**config.mk**
```make
export PLATFORM = sky130hd
export DESIGN_NAME = intc_prio_ctrl
export DESIGN_NICKNAME = d
export VERILOG_FILES = /design/src/rtl/intc_pkg.sv /design/src/rtl/intc_src_merge.sv /design/src/rtl/intc_level_map.sv /design/src/rtl/intc_arbiter.sv /design/src/rtl/intc_nest_stack.sv /design/src/rtl/intc_prio_ctrl.sv
export SDC_FILE = /design/constraint.sdc
export NUM_CORES = 1
export LEC_CHECK = 0
export CAP_MARGIN = 20
export CORE_MARGIN = 8
export CORE_UTILIZATION = 42
export DETAILED_ROUTE_END_ITERATION = 12
export GPL_ROUTABILITY_DRIVEN = 0
export GPL_TIMING_DRIVEN = 1
export PLACE_DENSITY = 0.81
export SKIP_CTS_REPAIR_TIMING = 1
export SLEW_MARGIN = 10
export SYNTH_ARGS = -nofsm -noshare
export SYNTH_HDL_FRONTEND = slang
export SYNTH_HIERARCHICAL = 1
export SYNTH_SLANG_ARGS = --single-unit
```
**constraint.sdc**
```tcl
create_clock -name clk -period 2.5 [get_ports clk]
set_input_delay 0.5 -clock clk [delete_from_list [all_inputs] [get_ports clk]]
set_output_delay 0.5 -clock clk [all_outputs]
set_load 0.01 [all_outputs]
```
**src/rtl/intc_pkg.sv**
```systemverilog
package intc_pkg;

   localparam int MAP_W = 4;

   localparam logic [1:0] LV_IDLE = 2'd0;
   localparam logic [1:0] LV_LOW  = 2'd1;
   localparam logic [1:0] LV_HIGH = 2'd2;
   localparam logic [1:0] LV_TOP  = 2'd3;

   // source n occupies bits [4n+3:4n]; value = vector index
   localparam logic [14*MAP_W-1:0] DEF_SRC_MAP = {
      4'd9, 4'd8, 4'd8, 4'd7, 4'd6, 4'd5, 4'd5,
      4'd4, 4'd3, 4'd3, 4'd2, 4'd2, 4'd1, 4'd0 };

   function automatic logic [MAP_W-1:0] lowest_idx(input logic [15:0] m);
      lowest_idx = '0;
      for (int i = 15; i >= 0; i--) begin
         if (m[i]) lowest_idx = MAP_W'(i);
      end
   endfunction

endpackage

```
**src/rtl/intc_src_merge.sv**
```systemverilog
module intc_src_merge
   import intc_pkg::*;
#(
   parameter int NUM_SRC = 14,
   parameter int NUM_VEC = 10,
   parameter logic [NUM_SRC*MAP_W-1:0] SRC_MAP = DEF_SRC_MAP
) (
   input  logic [NUM_SRC-1:0] src_req,
   input  logic [NUM_SRC-1:0] src_en,
   output logic [NUM_VEC-1:0] vec_req
);

   logic [NUM_SRC-1:0] live;
   assign live = src_req & src_en;

   for (genvar v = 0; v < NUM_VEC; v++) begin : g_vec
      logic hit;
      always_comb begin
         hit = 1'b0;
         for (int s = 0; s < NUM_SRC; s++) begin
            if (SRC_MAP[s*MAP_W +: MAP_W] == MAP_W'(v)) hit = hit | live[s];
         end
      end
      assign vec_req[v] = hit;
   end

endmodule

```
**src/rtl/intc_level_map.sv**
```systemverilog
module intc_level_map
   import intc_pkg::*;
#(
   parameter int NUM_VEC     = 10,
   parameter int NUM_TOP_VEC = 2
) (
   input  logic [2*NUM_VEC-1:0] lvl_sel,
   output logic [2*NUM_VEC-1:0] vec_lvl
);

   for (genvar v = 0; v < NUM_VEC; v++) begin : g_vec
      logic [1:0] sel;
      assign sel = lvl_sel[2*v +: 2];
      if (v < NUM_TOP_VEC) begin : g_top
         assign vec_lvl[2*v +: 2] = sel[1] ? LV_TOP : (sel[0] ? LV_HIGH : LV_LOW);
      end else begin : g_std
         assign vec_lvl[2*v +: 2] = sel[0] ? LV_HIGH : LV_LOW;
      end
   end

endmodule

```
**src/rtl/intc_arbiter.sv**
```systemverilog
module intc_arbiter
   import intc_pkg::*;
#(
   parameter int NUM_VEC = 10
) (
   input  logic [NUM_VEC-1:0]   vec_req,
   input  logic [2*NUM_VEC-1:0] vec_lvl,
   input  logic [1:0]           cur_lvl,
   output logic                 win_valid,
   output logic [MAP_W-1:0]     win_idx,
   output logic [1:0]           win_lvl
);

   logic [3:1]       lv_hit;
   logic [MAP_W-1:0] lv_idx [3:1];

   for (genvar l = 1; l <= 3; l++) begin : g_lvl
      logic [15:0] m;
      always_comb begin
         m = '0;
         for (int v = 0; v < NUM_VEC; v++) begin
            m[v] = vec_req[v] && (vec_lvl[2*v +: 2] == 2'(l)) && (2'(l) > cur_lvl);
         end
      end
      assign lv_hit[l] = |m;
      assign lv_idx[l] = lowest_idx(m);
   end

   always_comb begin
      win_valid = 1'b1;
      if (lv_hit[3]) begin
         win_idx = lv_idx[3];
         win_lvl = LV_TOP;
      end else if (lv_hit[2]) begin
         win_idx = lv_idx[2];
         win_lvl = LV_HIGH;
      end else if (lv_hit[1]) begin
         win_idx = lv_idx[1];
         win_lvl = LV_LOW;
      end else begin
         win_valid = 1'b0;
         win_idx   = '0;
         win_lvl   = LV_IDLE;
      end
   end

endmodule

```
**src/rtl/intc_nest_stack.sv**
```systemverilog
module intc_nest_stack
   import intc_pkg::*;
#(
   parameter int DEPTH = 3
) (
   input  logic       clk,
   input  logic       rst_n,
   input  logic       push,
   input  logic [1:0] push_lvl,
   input  logic       pop,
   output logic [1:0] top_lvl
);

   logic [1:0] stk [DEPTH];

   for (genvar i = 0; i < DEPTH; i++) begin : g_ent
      logic [1:0] from_above;
      logic [1:0] from_below;
      if (i == 0) begin : g_first
         assign from_above = push_lvl;
      end else begin : g_mid
         assign from_above = stk[i-1];
      end
      if (i == DEPTH-1) begin : g_last
         assign from_below = LV_IDLE;
      end else begin : g_rest
         assign from_below = stk[i+1];
      end
      always_ff @(posedge clk) begin
         if (!rst_n)    stk[i] <= LV_IDLE;
         else if (push) stk[i] <= from_above;
         else if (pop)  stk[i] <= from_below;
      end
   end

   assign top_lvl = stk[0];

   AST_NO_OVERFLOW: assert property (@(posedge clk) disable iff (!rst_n)
      push |-> stk[DEPTH-1] == LV_IDLE);
   AST_STRICT_PUSH: assert property (@(posedge clk) disable iff (!rst_n)
      push |-> push_lvl > stk[0]);
   AST_POP_EMPTY: assert property (@(posedge clk) disable iff (!rst_n)
      (pop && !push && stk[0] == LV_IDLE) |=> stk[0] == LV_IDLE);

endmodule

```
**src/rtl/intc_prio_ctrl.sv**
```systemverilog
module intc_prio_ctrl
   import intc_pkg::*;
#(
   parameter int NUM_SRC     = 14,
   parameter int NUM_VEC     = 10,
   parameter int NUM_TOP_VEC = 2,
   parameter int NEST_DEPTH  = 3,
   parameter int ADDR_W      = 17,
   parameter int VEC_BASE    = 3,
   parameter int VEC_STEP    = 8,
   parameter logic [NUM_SRC*MAP_W-1:0] SRC_MAP = DEF_SRC_MAP
) (
   input  logic                 clk,
   input  logic                 rst_n,
   input  logic [NUM_SRC-1:0]   src_req,
   input  logic [NUM_SRC-1:0]   src_en,
   input  logic [2*NUM_VEC-1:0] lvl_sel,
   input  logic                 ack,
   input  logic                 ret,
   output logic                 irq_pend,
   output logic [ADDR_W-1:0]    vec_addr,
   output logic [1:0]           act_lvl
);

   localparam longint LAST_ADDR = longint'(VEC_BASE) + longint'(NUM_VEC-1) * longint'(VEC_STEP);

   if (NUM_VEC > 16) begin : g_chk_vec
      $error("NUM_VEC exceeds the 16 vectors the index field holds");
   end
   if (NUM_TOP_VEC > NUM_VEC) begin : g_chk_top
      $error("NUM_TOP_VEC larger than NUM_VEC");
   end
   if (NEST_DEPTH < 3) begin : g_chk_depth
      $error("NEST_DEPTH must cover the three priority levels");
   end
   if (LAST_ADDR >= (longint'(1) << ADDR_W)) begin : g_chk_addr
      $error("vector addresses do not fit in ADDR_W");
   end

   logic [NUM_VEC-1:0]   vec_req;
   logic [2*NUM_VEC-1:0] vec_lvl;
   logic                 win_valid;
   logic [MAP_W-1:0]     win_idx;
   logic [1:0]           win_lvl;
   logic                 pend_q;
   logic [MAP_W-1:0]     pend_idx_q;
   logic [1:0]           pend_lvl_q;
   logic                 take;

   intc_src_merge #(.NUM_SRC(NUM_SRC), .NUM_VEC(NUM_VEC), .SRC_MAP(SRC_MAP)) i_merge (
      .src_req (src_req),
      .src_en  (src_en),
      .vec_req (vec_req)
   );

   intc_level_map #(.NUM_VEC(NUM_VEC), .NUM_TOP_VEC(NUM_TOP_VEC)) i_lvlmap (
      .lvl_sel (lvl_sel),
      .vec_lvl (vec_lvl)
   );

   intc_arbiter #(.NUM_VEC(NUM_VEC)) i_arb (
      .vec_req   (vec_req),
      .vec_lvl   (vec_lvl),
      .cur_lvl   (act_lvl),
      .win_valid (win_valid),
      .win_idx   (win_idx),
      .win_lvl   (win_lvl)
   );

   assign take = ack && pend_q;

   intc_nest_stack #(.DEPTH(NEST_DEPTH)) i_stack (
      .clk      (clk),
      .rst_n    (rst_n),
      .push     (take),
      .push_lvl (pend_lvl_q),
      .pop      (ret && !take),
      .top_lvl  (act_lvl)
   );

   always_ff @(posedge clk) begin
      if (!rst_n || take) begin
         pend_q     <= 1'b0;
         pend_idx_q <= '0;
         pend_lvl_q <= LV_IDLE;
      end else begin
         pend_q     <= win_valid;
         pend_idx_q <= win_idx;
         pend_lvl_q <= win_lvl;
      end
   end

   assign irq_pend = pend_q;
   assign vec_addr = pend_q ? (ADDR_W'(VEC_BASE) + ADDR_W'(pend_idx_q) * ADDR_W'(VEC_STEP))
                            : '0;

   AST_IDLE_ADDR: assert property (@(posedge clk) disable iff (!rst_n)
      !irq_pend |-> vec_addr == '0);
   AST_PEND_ABOVE: assert property (@(posedge clk) disable iff (!rst_n)
      irq_pend |-> pend_lvl_q > act_lvl);
   AST_ACK_PUSH: assert property (@(posedge clk) disable iff (!rst_n)
      take |=> (act_lvl == $past(pend_lvl_q)) && !irq_pend);
   AST_RET_DROP: assert property (@(posedge clk) disable iff (!rst_n)
      (ret && !take && act_lvl != LV_IDLE) |=> act_lvl < $past(act_lvl));
   AST_TOP_ONLY: assert property (@(posedge clk) disable iff (!rst_n)
      (irq_pend && pend_lvl_q == LV_TOP) |-> pend_idx_q < MAP_W'(NUM_TOP_VEC));

endmodule

```
==> key figures <==
Run
  – MaxCap Viol Count: 0

Critical path
  – Critical path type: primary input to flop
  – Worst r2r path cells: 8
  – Worst Setup EP: pend_idx_q[0]
  – Req. time, crit path: 2.68 ns
  – Slowest Stage Delay on Critical Path: 0.40 ns
  – Worst reg-to-reg setup slack: 0.33 ns
  – Reg2reg start: i_stack/stk[0][1]
  – Reg2reg end: pend_idx_q[1]
  – Crit-path cells: clkdlybuf4s50_1 > a22o_1 > and4bb_2 > nor4_4 > and3_4 > a21boi_4 > o211ai_1 > a31oi_1 > and3_1
  – Worst Setup SP: src_en[2]
  – Critical Path End Type: flop
  – Worst path arrival time: 2.58 ns
  – CP max-delay cell: clkdlybuf4s50_1
  – Critical path fanouts, max: 3
  – Critical Path Source Type: primary input

Clock network
  – Clock-pin transition on the worst setup and hold timing paths: 0.05 ns
  – CTS Buf Count: 3
  – CTS sink count: 13
  – CTS tree: yes
  – Max H-tree Level: 1
  – CTS Buffer Depth: 2
  – Worst-Skew Late Latency: 0.24 ns
  – Root buffer cell: clkbuf_8

Synthesis
  – Synth unique cells: 48
  – Syn Area/Cell: 8.25 µm²
  – Synth top area cells: buf_4 (12%), edfxtp_1 (12%), dfxtp_1 (9.0%), and3_1 (4.4%), and4bb_2 (4.0%)
  – Async S/R FF share, synth: 0%
  – Seq/Total Area, Yosys: 20.5%
  – Mapped Area: 0.00156 mm²
  – Yosys top cell by area: buf_4
  – #FFs+latches synth: 13
  – Post-Synthesis Cells: 189
  – Synth warn: 6
  – EDFF count, synth: 6
  – Synth top area share: 12.0%
  – Top_reg_cell synth: dfxtp_1

Power and ir drop
  – Pwr Density: 363 mW/mm²
  – Lkg Pwr: 0.986 nW
  – Max rail drop VDD: 0.000182 V
  – PnR Total Power: 802 µW

Cells and area
  – P&R area growth vs syn: 41.8%
  – Core Util, Final: 61.3%
  – Ant diodes: 0
  – Layout Nets: 305
  – Share of cells above drive strength 1: 21.4%

Floorplan
  – Die Wd: 76.9 µm
  – Starting Density: 43.2%
  – Placeable Area: 0.00361 mm²
  – Row count: 22
  – Die Height: 76.9 µm
  – Die Area: 0.00592 mm²
  – I/O Pins: 72

STA
  – Final setup fails: 0
  – Clock Skew: 0.00361 ns
  – Period minus WS final: 2.41 ns
  – PnR worst setup slack: 0.0941 ns
  – Fin. max-slew vios: 0
  – Maximum clock frequency: 0.416 GHz
  – Setup TNS: 0 ns
  – Hold_ws: 0.540 ns
  – Hold Violations, Final: 0
  – Crit share post-route: 96.2%

Routing
  – TritonRoute pass-1 iters: 4
  – Post-route ant nets: 0
  – Drt drc: 0
  – Total number of vias: 1504
  – Routed WL: 3760 µm
  – Vias per cell: 5.01
  – Routed WL per cell: 12.5 µm
  – Initial drt markers: 37

Min path
  – Worst Hold Class: flop to flop

Outcome
  – Outcome: finished clean

Placement
  – IO Port Bufs: 52
  – Dpl ws: -0.193 ns
  – Hpwl dp: 3240 µm

Global routing
  – Vias in the first global route: 1484
  – GRT Util Overall: 11.9%
  – Initial antenna violation count: 0
  – First-pass GRT wire length: 6100 µm
  – Maximum number of pins on one net before global-route repair: 17
  – GRT overflow: 0
Yosys cell counts (3+ instances only):
library cell,count
a22o_1,5
nand3b_1,8
or2_1,3
a31oi_1,3
nand2b_1,5
nand3_1,7
nor2b_1,4
nor3_1,3
and3_1,11
and4bb_2,5
buf_4,25
a32o_2,4
dfxtp_1,7
and2_1,8
nand4_1,5
a21oi_1,8
and2_2,4
nand2_1,9
o21ai_0,5
nor2_1,6
inv_1,16
edfxtp_1,6
worst max-delay path, delay by kind of cell:
family | cells | cell delay, ns
simple gates | 4 | 1.00
compound gates | 4 | 0.69
buf+inv | 1 | 0.40
per-layer routing:
layer / vias up / share of wire (%) / track usage, %
met5: - / 0 / 0
met4: 0 / 0.40 / 2.88
met3: 2 / 5.9 / 2.91
met2: 44 / 49 / 22.2
met1: 668 / 45 / 13.0
li1: 790 / - / -
placed cells by master (no fill, tap or decap), types with 4 or more instances in the layout:
cell type / n
a21oi_1: 8
a22o_1: 5
a32o_2: 4
and2_1: 8
and2_2: 4
and3_1: 10
and4bb_2: 5
buf_4: 24
clkdlybuf4s50_1: 52
conb_1: 11
dfxtp_1: 7
edfxtp_1: 6
inv_1: 16
nand2_1: 9
nand2b_1: 5
nand3_1: 7
nand3b_1: 8
nand4_1: 5
nor2_1: 6
nor2b_1: 4
o21ai_0: 5
power breakdown:
| group | total [mW] | internal (mW) | leakage (nW) | switching [mW] |
|---|---|---|---|---|
| logic | 0.362 | 0.210 | 0.838 | 0.152 |
| registers | 0.263 | 0.248 | 0.125 | 0.0154 |
| clock network | 0.176 | 0.112 | 0.0228 | 0.0645 |
| total | 0.802 | 0.570 | 0.986 | 0.232 |
metrics by stage:
stage               instances  cell area [µm²]
detailed placement        293             2130
CTS                       297             2180
floorplan                 199             1600
finish                    300             2210
global route              300             2210
global placement          293             2130
worst min path at each step:
stage	start	to	depth (start not counted)
floorplan	pend_lvl_q[0]	i_stack/stk[0][0]	1
global placement	pend_lvl_q[1]	i_stack/stk[0][1]	1
detailed placement	pend_lvl_q[1]	i_stack/stk[0][1]	1
CTS	pend_lvl_q[1]	i_stack/stk[0][1]	1
global route	pend_lvl_q[0]	i_stack/stk[0][0]	1
finish	pend_lvl_q[0]	i_stack/stk[0][0]	1
state kept, by name, indices dropped and copies added, names as in the netlist:
signal       cells
i_stack/stk      6
irq_pend         1
pend_idx_q       4
pend_lvl_q       2
kinds of logic after synthesis:
kind of cell / synth area share (%)
DFF: 20.5
buffers and inverters: 16.9
other: 0.241
and+or+nand+nor: 44.1
AOI/OAI and AO/OA: 18.2
area by class of cell:
cell class,count,area [µm²]
multi-input combinational,143,1020
timing repair buffer,76,701
inverter,16,60.1
tap,48,60.1
clock buffer,4,45.0
fill,328,1400
sequential,13,320
Note: power is estimated with default switching activity, not from simulation.
